--- src/rtl/kwdt_pkg.sv ---
package kwdt_pkg;
  localparam int unsigned KEY_W   = 7;
  localparam int unsigned COUNT_W = 8;
  localparam logic [KEY_W-1:0] KEY_FLIP = {KEY_W{1'b1}};

  typedef enum logic {
    CMD_STOP  = 1'b0,
    CMD_START = 1'b1
  } wd_cmd_e;
endpackage

--- src/rtl/kwdt_prescaler.sv ---
module kwdt_prescaler #(
  parameter int unsigned PRESCALE_LOG2 = 17
) (
  input  logic clk,
  input  logic rst_n,
  input  logic clear,
  input  logic enable,
  output logic tick
);
  logic [PRESCALE_LOG2-1:0] div_q;

  // tick in the last cycle of each interval
  assign tick = enable && (&div_q);

  always_ff @(posedge clk or negedge rst_n) begin
    if (!rst_n)
      div_q <= '0;
    else if (clear || !enable)
      div_q <= '0;
    else
      div_q <= div_q + 1'b1;
  end
endmodule

--- src/rtl/kwdt_keycheck.sv ---
module kwdt_keycheck
  import kwdt_pkg::*;
#(
  parameter logic [KEY_W-1:0] INIT_KEY = KEY_FLIP
) (
  input  logic             clk,
  input  logic             rst_n,
  input  logic             wr_valid,
  input  logic [KEY_W-1:0] wr_key,
  output logic             accept,
  output logic [KEY_W-1:0] key_exp
);
  assign accept = wr_valid && (wr_key == key_exp);

  always_ff @(posedge clk or negedge rst_n) begin
    if (!rst_n)
      key_exp <= INIT_KEY;
    else if (accept)
      key_exp <= wr_key ^ KEY_FLIP;
  end
endmodule

--- src/rtl/kwdt_counter.sv ---
module kwdt_counter
  import kwdt_pkg::*;
(
  input  logic               clk,
  input  logic               rst_n,
  input  logic               do_start,
  input  logic               do_stop,
  input  logic [COUNT_W-1:0] load_val,
  input  logic               tick,
  output logic [COUNT_W-1:0] count,
  output logic               running,
  output logic               nmi,
  output logic               bite
);
  localparam logic [COUNT_W-1:0] ONE = COUNT_W'(1);
  localparam logic [COUNT_W-1:0] TWO = COUNT_W'(2);

  always_ff @(posedge clk or negedge rst_n) begin
    if (!rst_n) begin
      count   <= '0;
      running <= 1'b0;
      nmi     <= 1'b0;
      bite    <= 1'b0;
    end else begin
      bite <= 1'b0;
      if (do_start) begin
        count   <= load_val;
        running <= 1'b1;
        nmi     <= (load_val == ONE);
      end else if (do_stop) begin
        running <= 1'b0;
        nmi     <= 1'b0;
      end else if (running && tick) begin
        if (count <= ONE) begin
          count   <= '0;
          running <= 1'b0;
          nmi     <= 1'b0;
          bite    <= 1'b1;
        end else begin
          count <= count - 1'b1;
          nmi   <= (count == TWO);
        end
      end
    end
  end
endmodule

--- src/rtl/kwdt_top.sv ---
module kwdt_top
  import kwdt_pkg::*;
#(
  parameter int unsigned PRESCALE_LOG2 = 17,
  parameter logic [6:0]  INIT_KEY      = 7'h7F
) (
  input  logic       clk,
  input  logic       rst_n,
  input  logic       wr_valid,
  output logic       wr_ready,
  input  logic       wr_cmd,
  input  logic [6:0] wr_key,
  input  logic [7:0] wr_count,
  output logic       nmi_req,
  output logic       chip_rst,
  output logic       stat_running,
  output logic [7:0] stat_count
);
  logic             accept;
  logic [KEY_W-1:0] key_exp;
  logic             do_start;
  logic             do_stop;
  logic             tick;

  assign wr_ready = 1'b1;
  assign do_start = accept && (wd_cmd_e'(wr_cmd) == CMD_START);
  assign do_stop  = accept && (wd_cmd_e'(wr_cmd) == CMD_STOP);

  kwdt_keycheck #(.INIT_KEY(INIT_KEY)) key_i (
    .clk      (clk),
    .rst_n    (rst_n),
    .wr_valid (wr_valid),
    .wr_key   (wr_key),
    .accept   (accept),
    .key_exp  (key_exp)
  );

  kwdt_prescaler #(.PRESCALE_LOG2(PRESCALE_LOG2)) pre_i (
    .clk    (clk),
    .rst_n  (rst_n),
    .clear  (accept),
    .enable (stat_running),
    .tick   (tick)
  );

  kwdt_counter cnt_i (
    .clk      (clk),
    .rst_n    (rst_n),
    .do_start (do_start),
    .do_stop  (do_stop),
    .load_val (wr_count),
    .tick     (tick),
    .count    (stat_count),
    .running  (stat_running),
    .nmi      (nmi_req),
    .bite     (chip_rst)
  );
endmodule

--- config.mk ---
export PLATFORM = sky130hd
export DESIGN_NAME = kwdt_top
export DESIGN_NICKNAME = d
export VERILOG_FILES = /design/src/rtl/kwdt_pkg.sv /design/src/rtl/kwdt_prescaler.sv /design/src/rtl/kwdt_keycheck.sv /design/src/rtl/kwdt_counter.sv /design/src/rtl/kwdt_top.sv
export SDC_FILE = /design/constraint.sdc
export NUM_CORES = 1
export LEC_CHECK = 0
export BUFFER_PORTS_ARGS = -buffer_cell sky130_fd_sc_hd__buf_2
export CAP_MARGIN = 5
export CORE_MARGIN = 2
export CORE_UTILIZATION = 39
export CTS_BUF_LIST = sky130_fd_sc_hd__clkbuf_8
export DETAILED_ROUTE_END_ITERATION = 12
export SYNTH_ARGS = -nofsm -noshare
export SYNTH_HDL_FRONTEND = slang
export SYNTH_SLANG_ARGS = --single-unit
--- constraint.sdc ---
create_clock -name clk -period 2.7 [get_ports clk]
set_input_delay 0 -clock clk [delete_from_list [all_inputs] [get_ports clk]]
set_output_delay 0 -clock clk [all_outputs]
set_load 0.005 [all_outputs]
==> metrics.csv, run 1 <==
stage,metric,value,unit
outcome,outcome,completed,
timing,hold_viol_final,0,
clocking,ctsResizeCount,0,
setup_path,cp-end-kind,flop,
setup_path,crit_top_cell,ha_1,
grt,grt_use_total,16.74,%
power_and_ir_drop,comb_power_share,18.5,%
timing,worst_slew_pin_slew,0.7581,ns
logic_synthesis,synth_nets,215,
setup_path,worst_setup_path_start_kind,flop,
floorplanning,num_rows,25,
setup_path,required,2.89,ns
drt,routed_wirelength,4025,um
power_and_ir_drop,pwr-share-clk,37.0,%
clocking,cts_root_buffer,clkbuf_8,
clocking,htree_levels,2,
logic_synthesis,avgSynthCellArea,9.695,um^2
clocking,clkSlewWorstSetupHoldPaths,0.08,ns
floorplanning,dieArea,0.005315,mm^2
timing,fmax,426.4,MHz
worst_hold_path,hold_class,in2reg,
setup_path,cp_top_family,simple AND/OR/NAND/NOR gates,
placement,place.gp.congestion,0.8138,
timing,fin_skew,0.007781,ns
logic_synthesis,yosys_warnings,0,
logic_synthesis,syn_area,0.001852,mm^2
timing,drv_slew,0,
setup_path,crit_fanout,10,
layout,insertedDiodeCount,0,
placement,dp_hpwl,2833,um
setup_path,crit_arrival,2.53,ns
timing,rsz0062_at_grt,no,
setup_path,path_class,reg2reg,
clocking,cts_sinks,35,
layout,utilization,50.50,%
floorplanning,fp.dieH,72.91,um
power_and_ir_drop,pwr_density_cell,660.9,mW/mm^2
layout,drive_above_1_share,22.73,%
timing,finalSetupViolations,0,
layout,fin_nets,265,
logic_synthesis,ys_types,37,
drt,drc,0,
timing,maxSlewHeadroom,49.46,%
grt,grt_max_degree,36,
power_and_ir_drop,p_int,1124,uW
drt,drt-initial-drc-count,84,
drt,firstDrtPassIters,4,
clocking,numCtsBuffers,5,
setup_path,cpMaxStageDelayCell,dfrtp_1,
timing,fin_crit_sh,86.86,%
grt,grt-ovfl-total,0,
placement,place_area,0.002077,mm^2
drt,vias,1573,
drt,wl_per_cell,13.60,um
flow_run,maxCapViolCount,0,
power_and_ir_drop,report.power.total,1555,uW
layout,area_delta_synth_final,27.09,%
grt,grt_pass1_vias,1513,
grt,grt_pass1_wl,6755,um
layout,final_cells,296,
clocking,clk_latency,0.29,ns
clocking,cts.hold.buffers_added,14,
setup_path,cp_cell_sequence,ha_1 > nand4_1 > nor2_1 > and3_1 > ha_1 > and2_1 > o21ai_0 > buf_4 > o211a_1 > a211o_1,
placement,dpl.cell_count,274,
drt,via_per_inst,5.314,
timing,setup-tns-final,0,ns
floorplanning,io_pins,31,
logic_synthesis,syn_inst,191,
power_and_ir_drop,peakVddDrop,0.3063,mV
clocking,cts_tree,built,
clocking,clock_path_buffers,2,
placement,place.port_buffers,29,
layout,fin_area,0.002354,mm^2
floorplanning,die_w,72.91,um
timing,period_minus_slack,2.345,ns
power_and_ir_drop,p_switching,431.0,uW
floorplanning,initial_core_util,39.73,%
floorplanning,coreArea,0.004661,mm^2
setup_path,slowest_delay,0.39,ns
setup_path,path_buf_inv,1,
power_and_ir_drop,total_leakage_power,0.001029,uW
logic_synthesis,seq_area_frac_synth,47.77,%
grt,antenna_found_initial,0,
power_and_ir_drop,switching_share,27.71,%
logic_synthesis,ys_ff_latch,35,
clocking,postCtsSetupBuffers,0,
power_and_ir_drop,seqPwrFrac,44.5,%
drt,detail-route-antenna-nets,0,
layout by cell type (no fill, tap or decap), types with 3 or more instances in the layout:
cell and instances:
buf_4 5, a21oi_1 10, nor2_1 35, or3_1 3, ha_1 5, nand3_1 13
nand2_1 9, xnor2_1 12, clkbuf_8 5, nor3_1 6, a211o_1 3, dfstp_2 7
buf_2 29, inv_1 5, xor2_1 9, o21ai_0 3, dfrtp_1 28, and3_1 3
dlygate4sd3_1 14, nand4_1 7, and2_1 3, a221o_1 3
routing by layer:
| metal | GRT usage (%) | vias to the layer above | wire, um |
|---|---|---|---|
| met5 | 0 | - | 0 |
| met4 | 8.230 | 0 | 85 |
| met3 | 3.315 | 11 | 161 |
| met2 | 28.48 | 41 | 1974 |
| met1 | 20.18 | 747 | 1805 |
| li1 | - | 774 | - |
metrics by stage:
stage / worst slack [ns] / hold slack [ns]
finish: 0.3547 / 0.01055
global route: 0.09759 / 0.008509
CTS: 0.3538 / 0.0003452
detailed placement: 0.3680 / 0.1360
global placement: 0.4340 / 0.1277
floorplan: 0.4859 / -0.2956
worst paths after layout:
| path | cells after the start | to | slack [ns] | start |
|---|---|---|---|---|
| setup / recovery | 10 | cnt_i.count[7]$_DFFE_PN0P_ | 0.35 | pre_i.div_q[0]$_DFF_PN0_ |
| hold / removal | 3 | cnt_i.count[3]$_DFFE_PN0P_ | 0.01 | wr_count[3] |
| setup reg to reg | 10 | cnt_i.count[7]$_DFFE_PN0P_ | 0.35 | pre_i.div_q[0]$_DFF_PN0_ |
| hold reg to reg | 1 | pre_i.div_q[0]$_DFF_PN0_ | 0.49 | pre_i.div_q[0]$_DFF_PN0_ |
| max in group asynchronous | 2 | cnt_i.count[0]$_DFFE_PN0P_ | 1.91 | rst_n |
| min in group asynchronous | 2 | cnt_i.count[7]$_DFFE_PN0P_ | 0.31 | rst_n |
area by class of cell:
type	instances	area, um^2
Inverter	5	18.77
Fill cell	440	2307
Timing Repair Buffer	48	322.8
Clock buffer	5	68.82
Sequential cell	35	884.6
Tap cell	54	67.56
Clock inverter	3	67.56
Multi-Input combinational cell	146	923.4
kinds of logic after synthesis:
logic type               count (synthesis)  synth area share (%)
other                                    1                0.2025
AND/OR/NAND/NOR                         91                 25.81
AO/OA/AOI/OAI                           26                 9.460
buffers and inverters                   10                 2.365
adder cells (fa/ha/maj)                  5                 3.378
multiplexers                             2                 1.081
XOR/XNOR                                21                 9.933
flip-flops                              35                 47.77
cells in the mapped netlist, drive strengths merged:
library cell	number	share of area, %
o21ai	4	1.1
or4	3	1.7
nand2	9	1.8
buf	4	1.1
xnor2	12	5.7
or4b	1	0.54
and3	3	1.0
nor3	6	1.6
clkbuf	1	0.20
nor4	3	1.8
xor2	9	4.3
and4	2	0.95
ha	5	3.4
mux2i	2	1.1
a31oi	1	0.34
conb	1	0.20
nand4	7	2.4
dfstp	7	9.9
and2	4	1.4
nor4b	2	0.95
a211o	3	1.4
o211a	2	1.1
o21bai	1	0.41
a21oi	10	2.7
nand3	13	3.5
inv	5	1.0
a221o	3	1.6
dfrtp	28	38
nor2	35	7.1
or3	3	1.0
o211ai	2	0.81
state kept, by name (all words and copies together), names as in the netlist:
name / count
pre_i.div_q: 17
cnt_i.nmi: 1
cnt_i.running: 1
cnt_i.bite: 1
key_i.key_exp: 7
cnt_i.count: 8
power groups by stage:
stage,clock network (uW),logic (uW),registers (uW)
2_1_floorplan,0,174,690
3_3_place_gp,0,276,698
3_5_place_dp,0,277,701
4_1_cts,591,294,690
5_1_grt,611,331,705
6_report,575,288,692
worst register-to-register path, stage by stage, from the launching register on:
cell	delay (ns)
dfrtp_1	0.39
ha_1	0.22
nand4_1	0.14
nor2_1	0.14
and3_1	0.18
ha_1	0.18
and2_1	0.20
o21ai_0	0.13
buf_4	0.19
o211a_1	0.23
a211o_1	0.26
No activity file was read; power rests on OpenSTA's default activity.
==> run 2, diff against run 1 <==
==> constraint.sdc (replaced) <==
create_clock -name clk -period 2.7 [get_ports clk]
set_input_delay 0.54 -clock clk [delete_from_list [all_inputs] [get_ports clk]]
set_output_delay 0.54 -clock clk [all_outputs]
set_load 0.005 [all_outputs]
==> run 2 against run 1 <==
  * Largest power group unchanged
  * Sequential power about the same
  * Die area is the same
  * Combinational power fell by 5%
  * Largest cell class unchanged
==> metrics.csv, run 2 (synthesis gave the netlist of run 1 again) <==
stage,metric,value,unit,change
setup_path,rrSetupSlack,0.38,ns,+0.02 ns
placement,dp_hpwl,2785,um,-1.7%
drt,detail-route-antenna-nets,0,,unchanged
grt,antenna_found_initial,0,,unchanged
power_and_ir_drop,pwr_density_cell,619.0,mW/mm^2,-6.3%
timing,maxSlewHeadroom,48.36,%,-1.1 points
timing,fin_skew,0.004066,ns,-0.003715 ns
setup_path,rr_startpoint,pre_i.div_q[0]$_DFF_PN0_,,
setup_path,path_buf_inv,1,,unchanged
layout,largest_reg_flops,17,,unchanged
grt,grt-ovfl-total,0,,unchanged
layout,fin_nets,251,,-5.3%
clocking,clkSlewWorstSetupHoldPaths,0.07,ns,about the same
clocking,postCtsSetupBuffers,0,,unchanged
worst_hold_path,hold_class,in2async,,
layout,area_delta_synth_final,16.69,%,
timing,fmax,430.9,MHz,+1.1%
timing,drv_slew,0,,unchanged
setup_path,crit_top_cell,ha_1,,
power_and_ir_drop,report.power.total,1338,uW,-14%
clocking,clk_latency,0.29,ns,about the same
power_and_ir_drop,peakVddDrop,0.2068,mV,-32%
clocking,ctsResizeCount,0,,unchanged
timing,period_minus_slack,2.321,ns,-0.02462 ns
layout,utilization,46.36,%,-4.1 points
flow_run,maxCapViolCount,0,,unchanged
setup_path,cp_top_family,simple AND/OR/NAND/NOR gates,,
power_and_ir_drop,total_leakage_power,0.0009536,uW,-7.3%
placement,place.port_buffers,29,,unchanged
floorplanning,io_pins,31,,unchanged
layout,regMostFlops,pre_i.div_q,,
setup_path,worst_setup_path_start_kind,flop,,
setup_path,path_class,reg2reg,,
floorplanning,die_w,72.91,um,unchanged
clocking,clock_path_buffers,2,,unchanged
clocking,cts.hold.buffers_added,0,,-14
floorplanning,coreArea,0.004661,mm^2,unchanged
drt,drc,0,,unchanged
layout,final_cell_mix,"nor2_1 (35), buf_2 (29), dfrtp_1 (28)",,
clocking,cts_sinks,35,,unchanged
drt,firstDrtPassIters,4,,unchanged
timing,rsz0062_at_grt,no,,
drt,drt-initial-drc-count,104,,+24%
drt,via_per_inst,5.316,,about the same
timing,worst_slew_pin_slew,0.7745,ns,+0.01641 ns
floorplanning,dieArea,0.005315,mm^2,unchanged
floorplanning,num_rows,25,,unchanged
placement,dp_slack,0.3619,ns,-0.006143 ns
grt,grt_use_total,16.03,%,-0.72 points
floorplanning,fp.dieH,72.91,um,unchanged
drt,wl_per_cell,13.53,um,-0.51%
grt,grt_pass1_vias,1451,,-4.1%
grt,grt_max_degree,36,,unchanged
layout,insertedDiodeCount,0,,unchanged
timing,setup_slack,0.3793,ns,+0.02462 ns
setup_path,cp_cell_sequence,ha_1 > nand4_1 > nor2_1 > and3_1 > ha_1 > and2_1 > o21ai_0 > buf_4 > o211a_1 > a211o_1,,
setup_path,cp-end-kind,flop,,
layout,final_common_cell,nor2_1,,
layout,drive_above_1_share,24.12,%,+1.4 points
grt,grt_pass1_wl,6444,um,-4.6%
clocking,numCtsBuffers,5,,unchanged
setup_path,reg2regPathDepth,10,,unchanged
clocking,cts_root_buffer,clkbuf_8,,
clocking,cts_tree,built,,
outcome,outcome,completed,,
floorplanning,initial_core_util,39.73,%,unchanged
placement,place.gp.congestion,0.8133,,about the same
timing,holdWs,0.3264,ns,+0.3159 ns
timing,hold_viol_final,0,,unchanged
setup_path,r2r-end,cnt_i.count[6]$_DFFE_PN0P_,,
setup_path,cpMaxStageDelayCell,dfrtp_1,,
timing,finalSetupViolations,0,,unchanged
setup_path,slowest_delay,0.39,ns,about the same
timing,setup-tns-final,0,ns,unchanged
clocking,htree_levels,2,,unchanged
layout,reg_top3,"pre_i.div_q x17, cnt_i.count x8, key_i.key_exp x7",,
setup_path,crit_arrival,2.50,ns,-0.03 ns
setup_path,crit_fanout,10,,unchanged
drt,vias,1499,,-4.7%
setup_path,required,2.88,ns,about the same
timing,fin_crit_sh,85.95,%,-0.91 points
drt,routed_wirelength,3815,um,-5.2%
[run 2: changes by cell type in the layout (fill, tap and decap cells not counted), sizes merged]
cell,delta
clkinv,+3
dlygate4sd3,-14
clkinvlp,-1
bufinv,-2
[run 2: where the power goes]
part           switching, uW  leakage, uW  internal [uW]
combinational            147     0.000462            126
sequential              72.5     0.000444            617
clock                    198    0.0000477            177
total                    418     0.000954            920
[run 2: stage by stage]
stage / area (um^2) / cells
2_1_floorplan: 1852 / 191
3_3_place_gp: 2077 / 274
3_5_place_dp: 2077 / 274
4_1_cts: 2161 / 282
5_1_grt: 2161 / 282
6_report: 2161 / 282
[run 2: worst max-delay path by stage]
stage / startpoint / endpoint / slack [ns] / depth (start not counted)
5_1_grt: pre_i.div_q[0]$_DFF_PN0_ / cnt_i.count[2]$_DFFE_PN0P_ / 0.07 / 10
3_3_place_gp: pre_i.div_q[0]$_DFF_PN0_ / cnt_i.count[7]$_DFFE_PN0P_ / 0.43 / 10
3_5_place_dp: pre_i.div_q[0]$_DFF_PN0_ / cnt_i.count[6]$_DFFE_PN0P_ / 0.36 / 10
4_1_cts: pre_i.div_q[0]$_DFF_PN0_ / cnt_i.count[6]$_DFFE_PN0P_ / 0.35 / 10
6_report: pre_i.div_q[0]$_DFF_PN0_ / cnt_i.count[6]$_DFFE_PN0P_ / 0.38 / 10
2_1_floorplan: pre_i.div_q[0]$_DFF_PN0_ / cnt_i.count[4]$_DFFE_PN0P_ / 0.49 / 9
[run 2: area by class of cell]
cell class | instances | area [um^2]
multi-input cells | 146 | 923.4
repair buffers | 34 | 182.7
flip-flops and latches | 35 | 884.6
fillers | 460 | 2500
clock inverters | 3 | 15.01
well taps | 54 | 67.56
inverters | 5 | 18.77
clock buffers | 5 | 68.82
[run 2: routing by layer]
metal,vias up,global-route usage (%),part of all wire [%]
met4,0,5.556,0.89
li1,744,-,-
met3,4,4.972,3.9
met5,-,0,0
met1,722,20.12,47
met2,29,26.16,48
==> run 3, diff against run 2 <==
- ABC_AREA: not set -> 1
- CTS_BUF_LIST: sky130_fd_sc_hd__clkbuf_8 -> not set
==> run 3 against run 2 <==
  * Hold slack improved by 0.013 ns
  * Critical endpoint is now cnt_i.count[7]$_DFFE_PN0P_
  * First-iteration DRC count rose by 33%
  * Combinational power is 8.4% higher
  * Count of clock-buffer cells in the layout grew 3
  * Die area increased by 14%
  * Core utilization up 0.39 points
  * Clock power increased by 11%
  * Non-clock buffer count is 4 lower
  * Area after synthesis rose by 15%
==> metrics.csv, run 3 <==
stage,metric,value,unit,change
grt,grt_use_met1,21.97,%,+1.8 points
logic_synthesis,yosysTopAreaCellShare,32.81,%,-5.0 points
timing,maxSlewHeadroom,47.32,%,-1.0 points
drt,vias,1877,,+25%
power_and_ir_drop,p_switching,398.2,uW,-4.7%
clocking,cts.hold.buffers_added,0,,unchanged
grt,grt_use_total,15.60,%,-0.43 points
setup_path,r2r-end,cnt_i.count[7]$_DFFE_PN0P_,,
setup_path,crit_arrival,2.41,ns,-0.09 ns
placement,dpl.cell_count,392,,+43%
clocking,cts_root_buffer,clkbuf_8,,
power_and_ir_drop,pwr_density_cell,539.7,mW/mm^2,-13%
placement,place.gp.congestion,0.8703,,+7.0%
grt,antenna_found_initial,0,,unchanged
logic_synthesis,ys_ff_latch,35,,unchanged
floorplanning,coreArea,0.005205,mm^2,+12%
drt,routed_wirelength,4497,um,+18%
logic_synthesis,seq_area_frac_synth,41.42,%,-6.4 points
floorplanning,num_rows,26,,+4.0%
power_and_ir_drop,seqPwrFrac,45.9,%,-5.7 points
floorplanning,die_w,78,um,+7.0%
layout,final_cells,400,,+42%
clocking,htree_levels,2,,unchanged
timing,period_minus_slack,2.186,ns,-0.1345 ns
layout,largest_reg_flops,17,,unchanged
setup_path,reg2regPathDepth,14,,+4
timing,finalSetupViolations,0,,unchanged
timing,hold_viol_final,0,,unchanged
layout,reg_top3,"pre_i.div_q x17, cnt_i.count x8, key_i.key_exp x7",,
logic_synthesis,avgSynthCellArea,7.191,um^2,-26%
layout,final_cell_mix,"nand2_1 (81), inv_1 (41), nor2_1 (41)",,
drt,via_per_inst,4.693,,-12%
logic_synthesis,synth_top_area_cell,dfrtp_1,,
floorplanning,fp.dieH,78,um,+7.0%
logic_synthesis,synth_common_cells,"nand2_1 (81), inv_1 (41), nor2_1 (41)",,
grt,grt-ovfl-total,0,,unchanged
setup_path,worst_setup_path_start_kind,flop,,
setup_path,rrSetupSlack,0.51,ns,+0.13 ns
layout,final_common_cell,nand2_1,,
layout,insertedDiodeCount,0,,unchanged
timing,fin_crit_sh,80.97,%,-5.0 points
layout,fin_nets,353,,+41%
layout,regMostFlops,pre_i.div_q,,
grt,use_met3,3.256,%,-1.7 points
placement,dp_hpwl,3314,um,+19%
drt,drc,0,,unchanged
worst_hold_path,hold_class,in2async,,
logic_synthesis,yosys_warnings,0,,unchanged
timing,fin_skew,0.004482,ns,+0.0004157 ns
clocking,ctsResizeCount,0,,unchanged
timing,fmax,457.4,MHz,+6.2%
timing,rsz0062_at_grt,no,,
logic_synthesis,synth_edf_count,0,,unchanged
setup_path,cp-end-kind,flop,,
logic_synthesis,synth_nets,321,,+49%
power_and_ir_drop,p_int,915.2,uW,-0.51%
flow_run,maxCapViolCount,0,,unchanged
logic_synthesis,synth.most_common_cell,nand2_1,,
grt,met2_usage,24.14,%,-2.0 points
power_and_ir_drop,pwr-share-clk,31.5,%,+3.5 points
logic_synthesis,synthTopCellsByArea,"dfrtp_1 (33%), nand2_1 (14%), dfstp_2 (8.6%)",,
grt,busiest_layer,met2,,
power_and_ir_drop,switching_share,30.32,%,-0.91 points
logic_synthesis,ys_types,30,,-19%
layout,area_delta_synth_final,13.94,%,
logic_synthesis,syn_inst,297,,+55%
clocking,clk_latency,0.28,ns,about the same
clocking,clkSlewWorstSetupHoldPaths,0.07,ns,about the same
floorplanning,io_pins,31,,unchanged
power_and_ir_drop,comb_power_share,22.6,%,+2.1 points
timing,drv_slew,0,,unchanged
timing,worst_slew_pin_slew,0.7902,ns,+0.01569 ns
logic_synthesis,synthArstFlopShare,100.0,%,unchanged
clocking,cts_sinks,35,,unchanged
timing,setup-tns-final,0,ns,unchanged
clocking,clock_path_buffers,2,,unchanged
floorplanning,dieArea,0.006084,mm^2,+14%
setup_path,rr_startpoint,pre_i.div_q[0]$_DFF_PN0_,,
drt,drt-initial-drc-count,138,,+33%
placement,place.port_buffers,29,,unchanged
outcome,outcome,completed,,
setup_path,path_class,reg2reg,,
drt,firstDrtPassIters,4,,unchanged
grt,grt_pass1_wl,7596,um,+18%
setup_path,required,2.92,ns,+0.04 ns
clocking,postCtsSetupBuffers,0,,unchanged
power_and_ir_drop,peakVddDrop,0.2831,mV,+37%
layout,utilization,46.75,%,+0.39 points
clocking,numCtsBuffers,5,,unchanged
drt,detail-route-antenna-nets,0,,unchanged
power_and_ir_drop,total_leakage_power,0.001199,uW,+26%
grt,grt_max_degree,36,,unchanged
setup_path,crit_fanout,10,,unchanged
logic_synthesis,syn_area,0.002136,mm^2,+15%
layout,drive_above_1_share,16.67,%,-7.5 points
drt,wl_per_cell,11.24,um,-17%
clocking,cts_tree,built,,
floorplanning,initial_core_util,41.03,%,+1.3 points
grt,grt_pass1_vias,1700,,+17%
logic_synthesis,synth_ff_type,dfrtp_1,,
[run 3: changes by cell type after synthesis, moves of 5 or more]
cell     change
inv_1       +36
nand2_1     +72
nand3_1     +15
nor2_1       +6
o21ai_0      +7
xnor2_1      -8
xor2_1       -5
[run 3: final cells by class]
type                       count  area [um^2]
fill                         560         2771
multi-input combinational    215         1051
sequential                    35        884.6
inverter                      42        157.7
timing repair buffer          30        152.6
clock buffer                   8        100.1
tap                           70        87.58
[run 3: cell families (layout without fill, tap and decap cells)]
kind of cell	after synthesis	count (layout)	share of synthesized area (%)
AO/OA/AOI/OAI	22	22	5.390
XOR/XNOR	8	8	3.280
other	1	1	0.1756
buffers and inverters	47	80	9.373
AND/OR/NAND/NOR	179	179	37.43
flip-flops	35	35	41.42
adder cells (fa/ha/maj)	5	5	2.929
[run 3: how the worst max path moves through the flow]
stage	cells after the start	start	to	slack [ns]
after floorplan	15	pre_i.div_q[0]$_DFF_PN0_	cnt_i.nmi$_DFFE_PN0P_	0.81
after global placement	15	pre_i.div_q[0]$_DFF_PN0_	cnt_i.nmi$_DFFE_PN0P_	0.61
after detailed placement	14	pre_i.div_q[0]$_DFF_PN0_	cnt_i.count[7]$_DFFE_PN0P_	0.53
after CTS	14	pre_i.div_q[0]$_DFF_PN0_	cnt_i.count[7]$_DFFE_PN0P_	0.50
after global routing	14	pre_i.div_q[0]$_DFF_PN0_	cnt_i.count[3]$_DFFE_PN0P_	0.22
final	14	pre_i.div_q[0]$_DFF_PN0_	cnt_i.count[7]$_DFFE_PN0P_	0.51
[run 3: critical path: stages (launching register included)]
cell,delay (ns)
dfrtp_1,0.37
ha_1,0.17
nand2_1,0.05
inv_1,0.06
nand2_1,0.07
nor2_1,0.18
nand2_1,0.11
nor2_1,0.14
nand2_1,0.08
nor3_1,0.17
ha_1,0.22
nand3_2,0.20
inv_1,0.17
nand2_1,0.06
nand3_1,0.08
[run 3: through the flow]
| step | area [um^2] | power [uW] | hold slack, ns | setup slack (ns) |
|---|---|---|---|---|
| finish | 2434 | 1313 | 0.3393 | 0.5138 |
| global route | 2434 | 1399 | 0.4112 | 0.2205 |
| CTS | 2434 | 1332 | 0.3656 | 0.5031 |
| detailed placement | 2333 | 908.7 | 0.4577 | 0.5258 |
| global placement | 2333 | 908.3 | 0.4450 | 0.6083 |
| floorplan | 2136 | 818.2 | 0.2444 | 0.8127 |
[run 3: power by group through the flow]
stage          Combinational (uW)  Sequential (uW)  Clock [uW]
2_1_floorplan                 212              606           0
3_3_place_gp                  297              611           0
3_5_place_dp                  297              612           0
4_1_cts                       300              602         430
5_1_grt                       342              607         449
6_report                      297              602         414
[run 3: per-layer routing]
metal,vias to the layer above,part of all wire (%),wire length (um)
li1,992,-,-
met1,853,51,2291
met2,24,45,2010
met3,8,3.1,140
met4,0,1.2,55
met5,-,0,0
